--- src/rtl/gpio_pkg.sv ---
package gpio_pkg;
  localparam int REG_W   = 16;
  localparam int FIELD_W = 8;
  localparam int OFS_W   = 3;

  typedef enum logic [OFS_W-1:0] {
    OFS_DATA   = 3'd0,
    OFS_ENABLE = 3'd1,
    OFS_FUNC   = 3'd2,
    OFS_IRQCTL = 3'd3,
    OFS_FLAGS  = 3'd4
  } reg_ofs_e;
endpackage

--- src/rtl/gpio_sync.sv ---
module gpio_sync #(
  parameter int WIDTH  = 8,
  parameter int STAGES = 2
) (
  input  logic             clk,
  input  logic             rst,
  input  logic [WIDTH-1:0] d,
  output logic [WIDTH-1:0] q
);
  logic [WIDTH-1:0] chain [STAGES];

  always_ff @(posedge clk) begin
    if (rst) begin
      for (int s = 0; s < STAGES; s++) chain[s] <= '0;
    end else begin
      chain[0] <= d;
      for (int s = 1; s < STAGES; s++) chain[s] <= chain[s-1];
    end
  end

  assign q = chain[STAGES-1];
endmodule

--- src/rtl/gpio_edge_flags.sv ---
module gpio_edge_flags #(
  parameter int WIDTH = 8
) (
  input  logic             clk,
  input  logic             rst,
  input  logic [WIDTH-1:0] level,
  input  logic [WIDTH-1:0] edge_sel,
  input  logic [WIDTH-1:0] clr_mask,
  output logic [WIDTH-1:0] flags,
  output logic [WIDTH-1:0] hit
);
  logic [WIDTH-1:0] prev;
  logic [WIDTH-1:0] rise;
  logic [WIDTH-1:0] fall;

  assign rise = level & ~prev;
  assign fall = ~level & prev;
  assign hit  = (rise & ~edge_sel) | (fall & edge_sel);

  always_ff @(posedge clk) begin
    if (rst) begin
      prev  <= '0;
      flags <= '0;
    end else begin
      prev  <= level;
      flags <= (flags & ~clr_mask) | hit;
    end
  end

  // a detected edge always leaves its flag set, even against a clear
  p_edge_sets_r8: assert property (@(posedge clk) disable iff (rst)
    1'b1 |=> ((flags & $past(hit)) == $past(hit)));

  // a clear with no competing edge empties the flag
  p_w1c_clears_r7: assert property (@(posedge clk) disable iff (rst)
    ((clr_mask & ~hit) != '0) |=> ((flags & $past(clr_mask & ~hit)) == '0));
endmodule

--- src/rtl/gpio_port_group.sv ---
module gpio_port_group
  import gpio_pkg::*;
#(
  parameter int NUM_PINS = 8
) (
  input  logic                clk,
  input  logic                rst,
  input  logic                wr_en,
  input  logic [OFS_W-1:0]    ofs,
  input  logic [REG_W-1:0]    wdata,
  output logic [REG_W-1:0]    rd_data,
  input  logic [NUM_PINS-1:0] pin_in,
  input  logic [NUM_PINS-1:0] periph_out,
  input  logic [NUM_PINS-1:0] periph_oe,
  output logic [NUM_PINS-1:0] periph_in,
  output logic [NUM_PINS-1:0] pin_out,
  output logic [NUM_PINS-1:0] pin_oe,
  output logic                pend,
  output logic                irq
);
  logic [NUM_PINS-1:0] out_latch, in_en, out_en, func_sel, edge_sel, irq_en;
  logic [NUM_PINS-1:0] pin_sync, in_stat, clr_mask, flags, hit;

  function automatic logic [FIELD_W-1:0] widen(input logic [NUM_PINS-1:0] v);
    return FIELD_W'(v);
  endfunction

  gpio_sync #(.WIDTH(NUM_PINS), .STAGES(2)) u_sync (
    .clk (clk),
    .rst (rst),
    .d   (pin_in),
    .q   (pin_sync)
  );

  assign in_stat   = pin_sync & in_en & ~func_sel;
  assign periph_in = pin_sync;
  assign clr_mask  = (wr_en && ofs == OFS_FLAGS) ? wdata[NUM_PINS-1:0] : '0;

  gpio_edge_flags #(.WIDTH(NUM_PINS)) u_flags (
    .clk      (clk),
    .rst      (rst),
    .level    (in_stat),
    .edge_sel (edge_sel),
    .clr_mask (clr_mask),
    .flags    (flags),
    .hit      (hit)
  );

  assign pend = |(flags & irq_en);

  always_ff @(posedge clk) begin
    if (rst) begin
      out_latch <= '0;
      in_en     <= '0;
      out_en    <= '0;
      func_sel  <= '0;
      edge_sel  <= '0;
      irq_en    <= '0;
    end else if (wr_en) begin
      case (ofs)
        OFS_DATA:   out_latch <= wdata[FIELD_W +: NUM_PINS];
        OFS_ENABLE: begin
          in_en  <= wdata[FIELD_W +: NUM_PINS];
          out_en <= wdata[0 +: NUM_PINS];
        end
        OFS_FUNC:   func_sel <= wdata[0 +: NUM_PINS];
        OFS_IRQCTL: begin
          edge_sel <= wdata[FIELD_W +: NUM_PINS];
          irq_en   <= wdata[0 +: NUM_PINS];
        end
        default: ;
      endcase
    end
  end

  always_ff @(posedge clk) begin
    if (rst) begin
      pin_out <= '0;
      pin_oe  <= '0;
      irq     <= 1'b0;
    end else begin
      pin_out <= (func_sel & periph_out) | (~func_sel & out_en & out_latch);
      pin_oe  <= (func_sel & periph_oe) | (~func_sel & out_en);
      irq     <= pend;
    end
  end

  always_comb begin
    case (ofs)
      OFS_DATA:   rd_data = {widen(out_latch), widen(in_stat)};
      OFS_ENABLE: rd_data = {widen(in_en), widen(out_en)};
      OFS_FUNC:   rd_data = {{FIELD_W{1'b0}}, widen(func_sel)};
      OFS_IRQCTL: rd_data = {widen(edge_sel), widen(irq_en)};
      OFS_FLAGS:  rd_data = {{FIELD_W{1'b0}}, widen(flags)};
      default:    rd_data = '0;
    endcase
  end

  // a GPIO pin whose output enable is off never drives
  p_gpio_oe_r3: assert property (@(posedge clk) disable iff (rst)
    1'b1 |=> ((pin_oe & ~$past(func_sel) & ~$past(out_en)) == '0));

  // a peripheral-owned pin mirrors the peripheral drive
  p_periph_drive_r5: assert property (@(posedge clk) disable iff (rst)
    1'b1 |=> ((pin_out & $past(func_sel)) == ($past(periph_out) & $past(func_sel))));
endmodule

--- src/rtl/gpio_group_irq.sv ---
module gpio_group_irq
  import gpio_pkg::*;
#(
  parameter int NUM_GROUPS = 2,
  parameter int NUM_PINS   = 8,
  parameter int ADDR_W     = 5
) (
  input  logic                             clk,
  input  logic                             rst,
  input  logic                             bus_sel,
  input  logic                             bus_we,
  input  logic [ADDR_W-1:0]                bus_addr,
  input  logic [REG_W-1:0]                 bus_wdata,
  output logic [REG_W-1:0]                 bus_rdata,
  input  logic [NUM_GROUPS*NUM_PINS-1:0]   pin_in,
  output logic [NUM_GROUPS*NUM_PINS-1:0]   pin_out,
  output logic [NUM_GROUPS*NUM_PINS-1:0]   pin_oe,
  input  logic [NUM_GROUPS*NUM_PINS-1:0]   periph_out,
  input  logic [NUM_GROUPS*NUM_PINS-1:0]   periph_oe,
  output logic [NUM_GROUPS*NUM_PINS-1:0]   periph_in,
  output logic [NUM_GROUPS-1:0]            irq
);
  localparam int GRP_W    = ADDR_W - OFS_W;
  localparam int SUM_ADDR = NUM_GROUPS << OFS_W;

  logic [GRP_W-1:0]      grp_idx;
  logic [OFS_W-1:0]      ofs;
  logic [REG_W-1:0]      grp_rd [NUM_GROUPS];
  logic [NUM_GROUPS-1:0] pend;
  logic [REG_W-1:0]      rd_mux;

  assign grp_idx = bus_addr[ADDR_W-1:OFS_W];
  assign ofs     = bus_addr[OFS_W-1:0];

  for (genvar g = 0; g < NUM_GROUPS; g++) begin : g_grp
    logic wr_g;
    assign wr_g = bus_sel && bus_we && (grp_idx == GRP_W'(g));

    gpio_port_group #(.NUM_PINS(NUM_PINS)) u_group (
      .clk        (clk),
      .rst        (rst),
      .wr_en      (wr_g),
      .ofs        (ofs),
      .wdata      (bus_wdata),
      .rd_data    (grp_rd[g]),
      .pin_in     (pin_in[g*NUM_PINS +: NUM_PINS]),
      .periph_out (periph_out[g*NUM_PINS +: NUM_PINS]),
      .periph_oe  (periph_oe[g*NUM_PINS +: NUM_PINS]),
      .periph_in  (periph_in[g*NUM_PINS +: NUM_PINS]),
      .pin_out    (pin_out[g*NUM_PINS +: NUM_PINS]),
      .pin_oe     (pin_oe[g*NUM_PINS +: NUM_PINS]),
      .pend       (pend[g]),
      .irq        (irq[g])
    );
  end

  always_comb begin
    rd_mux = '0;
    if (bus_addr == ADDR_W'(SUM_ADDR)) begin
      rd_mux = REG_W'(pend);
    end else begin
      for (int g = 0; g < NUM_GROUPS; g++) begin
        if (grp_idx == GRP_W'(g)) rd_mux = grp_rd[g];
      end
    end
  end

  always_ff @(posedge clk) begin
    if (rst)                    bus_rdata <= '0;
    else if (bus_sel && !bus_we) bus_rdata <= rd_mux;
  end

  // each request line trails its group's pending condition by one clock
  p_irq_follow_r10: assert property (@(posedge clk) disable iff (rst)
    1'b1 |=> (irq == $past(pend)));

  // a summary read returns the pending condition of every group
  p_summary_read_r9: assert property (@(posedge clk) disable iff (rst)
    (bus_sel && !bus_we && bus_addr == ADDR_W'(SUM_ADDR))
      |=> (bus_rdata == REG_W'($past(pend))));

  // read data holds while no read is issued
  p_rdata_hold_r2: assert property (@(posedge clk) disable iff (rst)
    !(bus_sel && !bus_we) |=> $stable(bus_rdata));
endmodule

--- config.mk ---
export PLATFORM = sky130hd
export DESIGN_NAME = gpio_group_irq
export DESIGN_NICKNAME = d
export VERILOG_FILES = /design/src/rtl/gpio_pkg.sv /design/src/rtl/gpio_sync.sv /design/src/rtl/gpio_edge_flags.sv /design/src/rtl/gpio_port_group.sv /design/src/rtl/gpio_group_irq.sv
export SDC_FILE = /design/constraint.sdc
export NUM_CORES = 1
export LEC_CHECK = 0
export BUFFER_PORTS_ARGS = -buffer_cell sky130_fd_sc_hd__buf_4
export CORE_MARGIN = 2
export CORE_UTILIZATION = 53
export DETAILED_ROUTE_END_ITERATION = 16
export PLACE_DENSITY_LB_ADDON = 0.3
export SETUP_SLACK_MARGIN = 0.3
export SKIP_CTS_REPAIR_TIMING = 1
export SYNTH_ARGS = -nofsm -noshare
export SYNTH_HDL_FRONTEND = slang
export SYNTH_SLANG_ARGS = --single-unit
export TNS_END_PERCENT = 30
--- constraint.sdc ---
create_clock -name clk -period 2.2 [get_ports clk]
set_input_delay 0.44 -clock clk [delete_from_list [all_inputs] [get_ports clk]]
set_output_delay 0.44 -clock clk [all_outputs]
set_load 0.05 [all_outputs]
# After elaboration in Yosys (flattened, before gate mapping)

Memory sizes are Yosys's and may differ from the RTL's.
Index checks and enable logic that the tools add are counted.

Memory bits (writable): 32
Bits in registers: 178
Memories kept: 2

Eq/ne operators: 6
Muxes and demuxes: 14
Reduce and logical (&&, ||, !) cells: 19
Bitwise gates (word level): 46

Memories:

| memory                        | words | bits a word | read ports | clocked after memory_dff | wr ports | line            | RTL |
|---|---|---|---|---|---|---|---|
| g_grp[0].u_group.u_sync.chain | 2     | 8           | 2          | 0                        | 2        | gpio_sync.sv:10 | `logic [WIDTH-1:0] chain [STAGES];` |
| g_grp[1].u_group.u_sync.chain | 2     | 8           | 2          | 0                        | 2        | gpio_sync.sv:10 |  |

Operators with widths:

| cell               | count |
|---|---|
| $and 8x8->8        | 24 |
| $pmux 16 s5        | 2 |
| $not 8->8          | 10 |
| $or 8x8->8         | 8 |
| $mux 16            | 3 |
| $mux 8             | 6 |
| $reduce_and 2->1   | 8 |
| $reduce_or 8->1    | 2 |
| $eq 3x2->1 const B | 2 |
| $logic_and 1x1->1  | 6 |
| $eq 5x5->1 const B | 1 |
| $or 1x1->1         | 4 |
| $eq 3x1->1 const B | 1 |
| $eq 3x3->1 const B | 1 |
| $logic_not 3->1    | 1 |
| $mux 1             | 3 |
| $eq 2x1->1 const B | 1 |
| $logic_not 2->1    | 1 |
| $logic_not 1->1    | 1 |

# Logic depth before layout (Yosys ltp)

Depth in word-level cells: 7
Mapped depth: 7

# By module

Synthesis repeated with hierarchy kept, for this count alone.

Cell total of the unflattened synthesis: 1,047
Area, all modules: 9,451.6 sq um

Modules (own cells, without submodules):

| module          | instances | cells an instance | area an instance (sq um) |
|---|---|---|---|
| gpio_port_group | 2         | 368               | 3,029.2 |
| gpio_edge_flags | 2         | 75                | 764.5 |
| gpio_sync       | 2         | 41                | 524.3 |
| gpio_group_irq  | 1         | 79                | 815.8 |

# Worst setup path before layout

No wires, ideal clock.

Path type: input-to-reg
From: in bus_addr[2]
To: reg bus_rdata[3]
Path slack: 0.481 ns
Cell stages on the path: 5
Setup time: 0.103 ns
Data arrival time: 1.615 ns
Buffers on the path: 2
Path through: buf_4 or3_1 buf_2 o221a_1 a2111oi_2

Cells in the longest elaborated chain, start to end: 5
Elaborated cells on any way between the ends: 11
Classes of those cells: 5 x eq/ne; 5 x mux; 1 x reduce/logical

Ends and longest elaborated chain:

| what                               | line                  | RTL |
|---|---|---|
| start: declaration                 | gpio_group_irq.sv:12  | `input logic [ADDR_W-1:0] bus_addr,` |
| $eq 3x3->1 (tied with other cells) | gpio_port_group.sv:89 | `case (ofs)` |
| $pmux 16 s5                        | gpio_port_group.sv:89 |  |
| $mux 16 (2 in series)              | gpio_group_irq.sv:63  | `if (grp_idx == GRP_W'(g)) rd_mux = grp_rd[g];` |
| $mux 16 (*)                        | gpio_group_irq.sv:59  | `if (bus_addr == ADDR_W'(SUM_ADDR)) begin` |
| end signal: assignment             | gpio_group_irq.sv:70  | `else if (bus_sel && !bus_we) bus_rdata <= rd_mux;` |
| end: declaration                   | gpio_group_irq.sv:14  | `output logic [REG_W-1:0] bus_rdata,` |

Every way passes the cells marked *; elsewhere a longest branch is shown, timed or not.
A chain may end at the register's enable or synchronous reset.

==> out/metrics.yaml <==
setup_path:
  crit_chain: "buf_4"
  path_delay_family: "flip-flops"
  cp_max_fo: 3
  crit_arrival_ns: 1.19
  critPathKind: "flip-flop to output port"
  cp-start-kind: "flip-flop"
  cp_slowest_cell: "dfxtp_1"
  critical_path_buf_inv_count: 1
  required_ns: 1.76
  end_kind: "output port"
  critPathMaxStageDelay_ns: 0.45
power:
  power_density_nw_per_um2: 785
  cellLeakagePower_nw: 4.03
  ir_drop_v: 0.000568
sta:
  hold_viol: 0
  tightestPinTransition_ns: 0.557
  setup_tns_ns: 0
  timing.fmax_ghz: 0.613
  fin_crit_sh: 0.741
  setup_viol_count_final: 0
  relSlewSlack: 0.628
  fin_skew_ns: 0.0117
  period_needed_ns: 1.63
  fin_hold_ws_ns: 0.151
  maxSlewViolCount: 0
  rsz0062_at_grt: "false"
  setup_slack_ns: 0.569
clock_network:
  cts-buffers-inserted: 22
  clk_pin_slew_ns: 0.06
  cts_root_buf: "clkbuf_16"
  clock_path_buffers: 3
  cts_tree: "yes"
  cts.sinks: 210
  clk_latency_ns: 0.51
  htree_levels: 1
die:
  initial_core_util: 0.543
  dieArea_um2: 17300
  core.rowCount: 46
  core-area_um2: 15900
  die_width_um: 132
  die_h_um: 132
  ioPinCount: 139
routing:
  wl_met3_um: 2410
  drt_iter0_drc: 1018
  routed_via_density: 5.94
  vias: 7906
  firstDrtPassIters: 5
  drc: 0
  antenna_left: 0
  post_drt_wl_per_cell_um: 19.4
  top_layer_used: "met4"
  totalWireLength_um: 25800
  met2WireLength_um: 11400
  drt-met1-wl_um: 10900
yosys:
  syn_inst: 984
  yosys_register_bits: 210
  syn_area_um2: 8620
  synth-main-ff-cell: "dfxtp_1"
  avgSynthCellArea_um2: 8.76
  seq_area_frac_synth: 0.488
  synth-async-reset-ratio: 0
  yosysUniqueCellTypes: 59
  syn_nets: 1057
  ys.warnings.count: 0
  synth_edf_count: 0
final_layout:
  antenna_cells: 0
  drive_above_1_share: 0.214
  finalNonFillerCells: 1330
  nets: 1171
  synthToLayoutAreaGrowth_pct: 23.0
  final_core_util: 0.668
grt:
  gr-total-overflow: 0
  antenna_found_initial: 0
  grt_max_degree: 102
  grtUsageTotal: 0.289
  grt_pass1_wl_um: 40100
  grt_pass1_vias: 7339
place:
  post-place-cells: 1290
  place_ws_ns: 0.153
  portBuffers: 138
  dp_hpwl_um: 18400
  gp_congestion: 0.988
min_path:
  hold_path_class: "input pin to flip-flop"
outcome:
  outcome: "complete, no violations"
job:
  cap_viol_max_count: 0
## cells by family after synthesis
kind of cell | synth area share
flip-flops | 0.488
buffers and inverters | 0.0554
AO/OA/AOI/OAI | 0.184
multiplexers | 0.0550
AND/OR/NAND/NOR | 0.218
## cells in the mapped netlist (all sizes together) (3+ instances only)
master   instances  area share
inv             11      0.0048
a31oi           17       0.012
or3             17       0.012
mux2            19       0.025
a22oi           22       0.019
nand3b          23       0.020
o2bb2ai          3      0.0030
buf             53       0.038
and2             7      0.0051
nand2          170       0.074
nand3           24       0.014
a221oi           8      0.0081
nor3b            4      0.0052
dfxtp          210        0.49
a22o             3      0.0030
o221ai           3      0.0030
a21oi          111       0.064
nor2            75       0.033
o21ai           31       0.018
a221o           11       0.013
nor2b           49       0.036
clkbuf          30       0.013
o2bb2a           4      0.0046
mux2i           26       0.030
a32o            10       0.012
o211ai           7      0.0061
## stage by stage
| stage | area [um2] | total power [mW] |
|---|---|---|
| 4_1_cts | 10600 | 8.35 |
| 3_5_place_dp | 9830 | 4.50 |
| 6_report | 10600 | 8.33 |
| 2_1_floorplan | 8620 | 4.25 |
| 5_1_grt | 10600 | 8.53 |
| 3_3_place_gp | 9830 | 4.50 |
## state kept, by name, indices dropped and copies added (netlist names), 16 cells and up
register / cells
bus_rdata: 16
g_grp.u_group.out_en: 16
g_grp.u_group.u_sync.chain: 32
g_grp.u_group.out_latch: 16
g_grp.u_group.pin_out: 16
g_grp.u_group.func_sel: 16
g_grp.u_group.irq_en: 16
g_grp.u_group.u_flags.prev: 16
g_grp.u_group.edge_sel: 16
g_grp.u_group.in_en: 16
g_grp.u_group.pin_oe: 16
g_grp.u_group.u_flags.flags: 16
## layout make-up
| class | instances | area [um2] |
|---|---|---|
| fillers | 1312 | 5280 |
| flip-flops and latches | 210 | 4200 |
| multi-input cells | 680 | 3940 |
| repair buffers | 173 | 1380 |
| clock buffers | 35 | 701 |
| well taps | 216 | 270 |
| clock inverters | 5 | 75.1 |
| inverters | 11 | 41.3 |
## metal layers
| metal | GRT usage | vias up |
|---|---|---|
| met5 | 0 | - |
| met1 | 0.394 | 3714 |
| met4 | 0.114 | 0 |
| met2 | 0.448 | 435 |
| met3 | 0.0621 | 88 |
| li1 | - | 3669 |
## layout by cell type (no fill, tap or decap), types with 11 or more instances in the layout
master / synthesis / routed
mux2_2: 19 / 19
nand3b_1: 23 / 23
o21ai_0: 31 / 31
a22oi_1: 22 / 22
nor2_1: 73 / 73
or3_1: 17 / 17
inv_1: 11 / 11
mux2i_1: 26 / 26
nand2_1: 170 / 170
nor2b_1: 49 / 49
dfxtp_1: 210 / 210
a21oi_1: 111 / 111
clkbuf_16: 0 / 23
nand3_1: 24 / 24
a221o_1: 11 / 11
a31oi_1: 17 / 17
buf_4: 24 / 166
## final timing paths
kind                            slack [ns]  cells after the start                            startpoint                              endpoint
worst min-delay path                  0.15                      2                             pin_in[6]   g_grp[0].u_group.u_sync.chain[0][6]
worst max-delay path                  0.57                      1  g_grp[1].u_group.u_sync.chain[0][13]                         periph_in[13]
worst max register to register        0.70                      4          g_grp[1].u_group.func_sel[6]                          bus_rdata[6]
worst min register to register        0.43                      1   g_grp[1].u_group.u_sync.chain[0][4]  g_grp[1].u_group.u_sync.chain[0][12]
## report_power, final
| group | total [mW] | internal, mW | leakage (nW) | switching, mW |
|---|---|---|---|---|
| clock network | 3.90 | 2.41 | 0.386 | 1.49 |
| registers | 3.88 | 3.84 | 1.70 | 0.0312 |
| logic | 0.553 | 0.209 | 1.94 | 0.344 |
| total | 8.33 | 6.46 | 4.03 | 1.86 |
(Power assumes the default switching activity.)
